File: config.mk
export PLATFORM = sky130hd
export DESIGN_NAME = hp_slot_ctrl
export DESIGN_NICKNAME = d
export VERILOG_FILES = /design/src/rtl/hp_slot_pkg.sv /design/src/rtl/hp_slot_ctl_reg.sv /design/src/rtl/hp_slot_sts_reg.sv /design/src/rtl/hp_slot_notify.sv /design/src/rtl/hp_slot_ctrl.sv
export SDC_FILE = /design/constraint.sdc
export NUM_CORES = 1
export LEC_CHECK = 0
export BUFFER_PORTS_ARGS = -buffer_cell sky130_fd_sc_hd__buf_2
export CAP_MARGIN = 30
export CELL_PAD_IN_SITES_DETAIL_PLACEMENT = 1
export CELL_PAD_IN_SITES_GLOBAL_PLACEMENT = 1
export CORE_ASPECT_RATIO = 0.9
export CORE_MARGIN = 2
export CORE_UTILIZATION = 29
export DETAILED_ROUTE_END_ITERATION = 7
export HOLD_SLACK_MARGIN = 0.1
export PLACE_DENSITY = 0.8
export SLEW_MARGIN = 0
export SYNTH_ARGS = -nofsm -noshare
export SYNTH_HDL_FRONTEND = slang
export SYNTH_HIERARCHICAL = 1
export SYNTH_SLANG_ARGS = --single-unit
File: constraint.sdc
create_clock -name clk -period 2.11 [get_ports clk]
set_input_delay 0.211 -clock clk [delete_from_list [all_inputs] [get_ports clk]]
set_output_delay 0.211 -clock clk [all_outputs]
set_load 0.01 [all_outputs]
File: src/rtl/hp_slot_pkg.sv
package hp_slot_pkg;
  localparam int REG_W = 16;

  // control register field positions (software decodes these)
  localparam int C_ABPE = 0;
  localparam int C_PDCE = 3;
  localparam int C_CCIE = 4;
  localparam int C_HPIE = 5;
  localparam int C_AIND = 6;
  localparam int C_PIND = 8;
  localparam int C_PCTL = 10;
  localparam int C_LOCK = 11;

  // status register field positions
  localparam int S_ABP  = 0;
  localparam int S_PDC  = 3;
  localparam int S_CC   = 4;
  localparam int S_PDS  = 6;
  localparam int S_EIS  = 7;

  localparam logic [REG_W-1:0] CTL_WRITABLE = 16'h0FF9;
  localparam logic [REG_W-1:0] STS_W1C      = 16'h0019;
  localparam logic [REG_W-1:0] EVENT_MASK   = 16'h0019;

  localparam logic [1:0] IND_ON  = 2'b01;
  localparam logic [1:0] IND_OFF = 2'b11;

  function automatic logic [REG_W-1:0] lane_mask(input logic [1:0] be);
    return {{8{be[1]}}, {8{be[0]}}};
  endfunction

  function automatic logic pending_level(input logic [REG_W-1:0] ctl,
                                         input logic [REG_W-1:0] sts);
    return ctl[C_HPIE] && (|(sts & ctl & EVENT_MASK));
  endfunction

  function automatic logic [REG_W-1:0] ctl_reset_value(input logic populated);
    logic [REG_W-1:0] r;
    r = '0;
    r[C_AIND +: 2] = IND_OFF;
    r[C_PIND +: 2] = populated ? IND_ON : IND_OFF;
    r[C_PCTL]      = ~populated;
    return r;
  endfunction
endpackage

File: src/rtl/hp_slot_ctl_reg.sv
module hp_slot_ctl_reg
  import hp_slot_pkg::*;
(
  input  logic             clk,
  input  logic             rst_n,
  input  logic             boot_present,
  input  logic             wr_en,
  input  logic [1:0]       be,
  input  logic [REG_W-1:0] wdata,
  input  logic             pds_q,
  output logic [REG_W-1:0] ctl_q,
  output logic [REG_W-1:0] ctl_next,
  output logic             cmd_hit,
  output logic             lock_toggle,
  output logic             detach_req
);
  logic [REG_W-1:0] wmask;
  logic [REG_W-1:0] merged;

  always_comb begin
    cmd_hit     = wr_en && (|be);
    wmask       = lane_mask(be) & CTL_WRITABLE;
    merged      = (ctl_q & ~wmask) | (wdata & wmask);
    lock_toggle = cmd_hit && merged[C_LOCK];
    ctl_next    = ctl_q;
    if (cmd_hit) begin
      ctl_next         = merged;
      ctl_next[C_LOCK] = 1'b0;
    end
    detach_req = cmd_hit && pds_q && ctl_next[C_PCTL] &&
                 (ctl_next[C_PIND +: 2] == IND_OFF);
  end

  always_ff @(posedge clk) begin
    if (!rst_n) ctl_q <= ctl_reset_value(boot_present);
    else        ctl_q <= ctl_next;
  end

  // the interlock request never stays set after a command
  p_lock_req_clear_r4: assert property (@(posedge clk) disable iff (!rst_n)
    cmd_hit |=> !ctl_q[C_LOCK]);
endmodule

File: src/rtl/hp_slot_sts_reg.sv
module hp_slot_sts_reg
  import hp_slot_pkg::*;
(
  input  logic             clk,
  input  logic             rst_n,
  input  logic             boot_present,
  input  logic             wr_en,
  input  logic [1:0]       be,
  input  logic [REG_W-1:0] wdata,
  input  logic             cmd_hit,
  input  logic             lock_toggle,
  input  logic             detach_req,
  input  logic             evt_add,
  input  logic             evt_button,
  output logic [REG_W-1:0] sts_q,
  output logic [REG_W-1:0] sts_next,
  output logic             link_q,
  output logic             busy_q,
  output logic             sts_hit,
  output logic             notify_req
);
  logic             locked, reject, add_ok, btn_ok, link_next;
  logic [REG_W-1:0] clr_bits, set_bits;

  always_comb begin
    locked   = sts_q[S_EIS];
    reject   = (evt_add || evt_button) && locked;
    add_ok   = evt_add && !locked;
    btn_ok   = evt_button && !locked;
    sts_hit  = wr_en && (|be);
    clr_bits = sts_hit ? (lane_mask(be) & wdata & STS_W1C) : '0;
    set_bits = '0;
    if (cmd_hit)    set_bits[S_CC]  = 1'b1;
    if (detach_req) set_bits[S_PDC] = 1'b1;
    if (add_ok) begin
      set_bits[S_PDC] = 1'b1;
      set_bits[S_ABP] = 1'b1;
    end
    if (btn_ok)     set_bits[S_ABP] = 1'b1;
    sts_next = (sts_q & ~clr_bits) | set_bits;
    if (lock_toggle) sts_next[S_EIS] = ~sts_q[S_EIS];
    if (detach_req)  sts_next[S_PDS] = 1'b0;
    if (add_ok)      sts_next[S_PDS] = 1'b1;
    link_next = add_ok ? 1'b1 : (detach_req ? 1'b0 : link_q);
    notify_req = cmd_hit || add_ok || btn_ok;
  end

  always_ff @(posedge clk) begin
    if (!rst_n) begin
      sts_q        <= '0;
      sts_q[S_PDS] <= boot_present;
      link_q       <= boot_present;
      busy_q       <= 1'b0;
    end else begin
      sts_q  <= sts_next;
      link_q <= link_next;
      busy_q <= reject;
    end
  end

  // each command leaves command-completed set
  p_cmd_completes_r3: assert property (@(posedge clk) disable iff (!rst_n)
    cmd_hit |=> sts_q[S_CC]);
  // a detach drops presence and link and flags the change
  p_detach_r7: assert property (@(posedge clk) disable iff (!rst_n)
    (detach_req && !evt_add) |=> (!sts_q[S_PDS] && !link_q && sts_q[S_PDC]));
  // a rejected event leaves status untouched
  p_locked_hold_r10: assert property (@(posedge clk) disable iff (!rst_n)
    (reject && !sts_hit && !cmd_hit) |=> (sts_q == $past(sts_q)));
endmodule

File: src/rtl/hp_slot_notify.sv
module hp_slot_notify
  import hp_slot_pkg::*;
#(
  parameter int VEC_W = 5
) (
  input  logic             clk,
  input  logic             rst_n,
  input  logic [REG_W-1:0] ctl_next,
  input  logic [REG_W-1:0] sts_next,
  input  logic             notify_req,
  input  logic             sts_hit,
  input  logic             msix_en,
  input  logic             msi_en,
  input  logic [VEC_W-1:0] vec_in,
  output logic             msix_pulse_q,
  output logic             msi_pulse_q,
  output logic             intx_q,
  output logic [VEC_W-1:0] vec_q
);
  logic pend_n, pending_q, changed, send_msg, level_mode;

  always_comb begin
    pend_n     = pending_level(ctl_next, sts_next);
    changed    = pend_n != pending_q;
    send_msg   = changed && notify_req && (msix_en || msi_en);
    level_mode = !msix_en && !msi_en;
  end

  always_ff @(posedge clk) begin
    if (!rst_n) begin
      pending_q    <= 1'b0;
      msix_pulse_q <= 1'b0;
      msi_pulse_q  <= 1'b0;
      intx_q       <= 1'b0;
      vec_q        <= '0;
    end else begin
      pending_q    <= pend_n;
      msix_pulse_q <= send_msg && msix_en;
      msi_pulse_q  <= send_msg && !msix_en;
      if (level_mode && (changed || (sts_hit && !pend_n))) intx_q <= pend_n;
      if (send_msg) vec_q <= vec_in;
    end
  end

  // one message kind at a time
  p_single_msg_r8: assert property (@(posedge clk) disable iff (!rst_n)
    !(msix_pulse_q && msi_pulse_q));
  // a message only follows a change of the pending level
  p_msg_on_change_r12: assert property (@(posedge clk) disable iff (!rst_n)
    (msix_pulse_q || msi_pulse_q) |-> (pending_q != $past(pending_q)));
  // status-only updates send no message
  p_clear_silent_r9: assert property (@(posedge clk) disable iff (!rst_n)
    !notify_req |=> !(msix_pulse_q || msi_pulse_q));
endmodule

File: src/rtl/hp_slot_ctrl.sv
module hp_slot_ctrl
  import hp_slot_pkg::*;
#(
  parameter int VEC_W = 5
) (
  input  logic             clk,
  input  logic             rst_n,
  input  logic             boot_present,
  input  logic             cfg_wr_en,
  input  logic [3:0]       cfg_be,
  input  logic [31:0]      cfg_wdata,
  input  logic             hp_add,
  input  logic             hp_button,
  input  logic             msix_en,
  input  logic             msi_en,
  input  logic [VEC_W-1:0] irq_vec_in,
  output logic [31:0]      cfg_rdata,
  output logic             link_active,
  output logic             msix_pulse,
  output logic             msi_pulse,
  output logic             intx_level,
  output logic [VEC_W-1:0] irq_vec,
  output logic             hp_busy
);
  logic [REG_W-1:0] ctl_q, ctl_next, sts_q, sts_next;
  logic cmd_hit, lock_toggle, detach_req, sts_hit, notify_req;

  hp_slot_ctl_reg u_ctl (
    .clk(clk), .rst_n(rst_n), .boot_present(boot_present),
    .wr_en(cfg_wr_en), .be(cfg_be[1:0]), .wdata(cfg_wdata[15:0]),
    .pds_q(sts_q[S_PDS]), .ctl_q(ctl_q), .ctl_next(ctl_next),
    .cmd_hit(cmd_hit), .lock_toggle(lock_toggle), .detach_req(detach_req)
  );

  hp_slot_sts_reg u_sts (
    .clk(clk), .rst_n(rst_n), .boot_present(boot_present),
    .wr_en(cfg_wr_en), .be(cfg_be[3:2]), .wdata(cfg_wdata[31:16]),
    .cmd_hit(cmd_hit), .lock_toggle(lock_toggle), .detach_req(detach_req),
    .evt_add(hp_add), .evt_button(hp_button),
    .sts_q(sts_q), .sts_next(sts_next), .link_q(link_active),
    .busy_q(hp_busy), .sts_hit(sts_hit), .notify_req(notify_req)
  );

  hp_slot_notify #(.VEC_W(VEC_W)) u_ntf (
    .clk(clk), .rst_n(rst_n), .ctl_next(ctl_next), .sts_next(sts_next),
    .notify_req(notify_req), .sts_hit(sts_hit),
    .msix_en(msix_en), .msi_en(msi_en), .vec_in(irq_vec_in),
    .msix_pulse_q(msix_pulse), .msi_pulse_q(msi_pulse),
    .intx_q(intx_level), .vec_q(irq_vec)
  );

  assign cfg_rdata = {sts_q, ctl_q};

  // read-only control bits never read as 1
  p_ro_bits_r2: assert property (@(posedge clk) disable iff (!rst_n)
    (cfg_rdata[15:12] == 4'h0) && (cfg_rdata[2:1] == 2'b00));
endmodule

==> flow_summary.ini <==
[finish]
multiInputGateArea_um2 = 671
n_fill_cell = 517
areaGrowthSynthToFinish_pct = 29.0
nets = 245
final_core_util = 0.399
design_area_mm2 = 0.00166
drive_above_1_share = 0.441
final_cell_mix = 54 x buf_2, 23 x dfxtp_1, 17 x conb_1
antenna_cells = 0
regArea_um2 = 533
layout_commonest_cell = buf_2

[global_route]
grt_pass1_wl_mm = 4.46
gr-total-overflow = 0
grt_pass1_vias = 1013
antenna_found_initial = 0
grt_usage = 0.117
grt_max_degree = 30

[drt]
first_pass_iters = 4
ant_nets = 0
vias_per_cell = 4.24
num_vias = 1082
wl_mm = 3.09
drt_iter0_drc = 48
route.detailed.drc = 0
avgRoutedWirePerCell_um = 12.1

[timing]
finalCritPeriodShare = 0.930
tns_ns = 0
fin_crit_ns = 1.96
setup_viol = 0
setup_ws_ns = 0.147
fmax_ghz = 0.509
finalHoldViolations = 0
drv_slew = 0
clock-skew-final_ns = 0.00570

[run_status]
status = finished clean

[die]
rows = 22
die_y_um = 67.2
ios = 91
initial_utilization = 0.309
dieWidth_um = 74.2
coreArea_mm2 = 0.00416
dieArea_mm2 = 0.00498

[synth]
synth_area_mm2 = 0.00128
avgSynthCellArea_um2 = 9.59
synthCells = 134
yosysWarnings = 6

[run]
maxCapViolCount = 0

[power_and_ir_drop]
ir_worst_vdd_mv = 0.223
p_per_area_mw_per_mm2 = 619
total_power_mw = 1.03
p_leak_nw = 0.808

[clocking]
cts.reportedPaths.clkPinSlew_ns = 0.09
numClockSinks = 26
cts-htree-levels = 1
cts-root-buf = clkbuf_8
clockBufferDepth = 2
cts_buffers = 3
cts_tree = built
clk_latency_ns = 0.26

[placement]
dpl_cell_area_mm2 = 0.00159
dp_hpwl_mm = 2.49
pre_cts_ws_ns = -0.166
routabilityCongestion = 0.706
port_buffers = 54

[worst_setup_path]
cp.required_ns = 2.31
cp-start-kind = flip-flop
cp-end-kind = flip-flop
worst-path-max-fanout = 6
critPathKind = flip-flop to flip-flop
crit_arrival_ns = 2.16

[hold_path]
min_path_type = primary input to flip-flop
==> state kept, by name, summed over array words and instances, names as in the netlist <==
signal              flops
u_sts/busy_q            1
u_ntf/vec_q             5
u_sts/sts_q             5
u_sts/link_q            1
u_ntf/msi_pulse_q       1
u_ntf/pending_q         1
u_ntf/intx_q            1
u_ctl/ctl_q            10
u_ntf/msix_pulse_q      1
==> worst max-delay path: stages, from the launching register on <==
cell and delay [ns]:
dfxtp_1 0.44, o21bai_1 0.22, nand2_1 0.10, a222oi_1 0.38
buf_4 0.19, o21ai_2 0.08, a21oi_4 0.28, mux2i_1 0.21
==> power by group <==
part | internal, mW | switching [mW]
clock network | 0.135 | 0.144
registers | 0.521 | 0.0151
logic | 0.100 | 0.110
==> worst paths after layout <==
check | start | end | slack, ns | cells past startpoint
worst max-delay path | u_sts/sts_q[7] | u_ntf/vec_q[3] | 0.15 | 7
worst min-delay path | irq_vec_in[0] | u_ntf/vec_q[0] | 0.18 | 3
worst max register to register | u_sts/sts_q[7] | u_ntf/vec_q[3] | 0.15 | 7
worst min register to register | u_ntf/vec_q[1] | u_ntf/vec_q[1] | 0.46 | 2
==> through the flow <==
stage / hold slack (ns) / std cells
global placement: 0.442 / 249
CTS: 0.180 / 253
floorplan: 0.333 / 149
detailed placement: 0.452 / 249
global route: 0.179 / 255
finish: 0.184 / 255
==> layer usage <==
metal  up-vias  part of all wire  track usage
met3         2             0.069       0.0299
li1        544                 -            -
met4         0             0.010       0.0341
met1       494              0.45        0.148
met5         -                 0            0
met2        42              0.48        0.198
==> repair_timing <==
item / 4_1_cts / 5_1_grt
setup buffers: 0 / 2
endpoints found under the setup margin: 0 / 7
resized for setup: 0 / 4
hold buffers: 0 / 0
==> layout make-up <==
class | instances | area share
Clock buffer | 4 | 0.0272
Inverter | 5 | 0.0113
Multi-Input combinational cell | 100 | 0.405
Sequential cell | 26 | 0.322
Tap cell | 60 | 0.0453
Timing Repair Buffer | 60 | 0.190
Note: power is estimated with default switching activity, not from simulation.
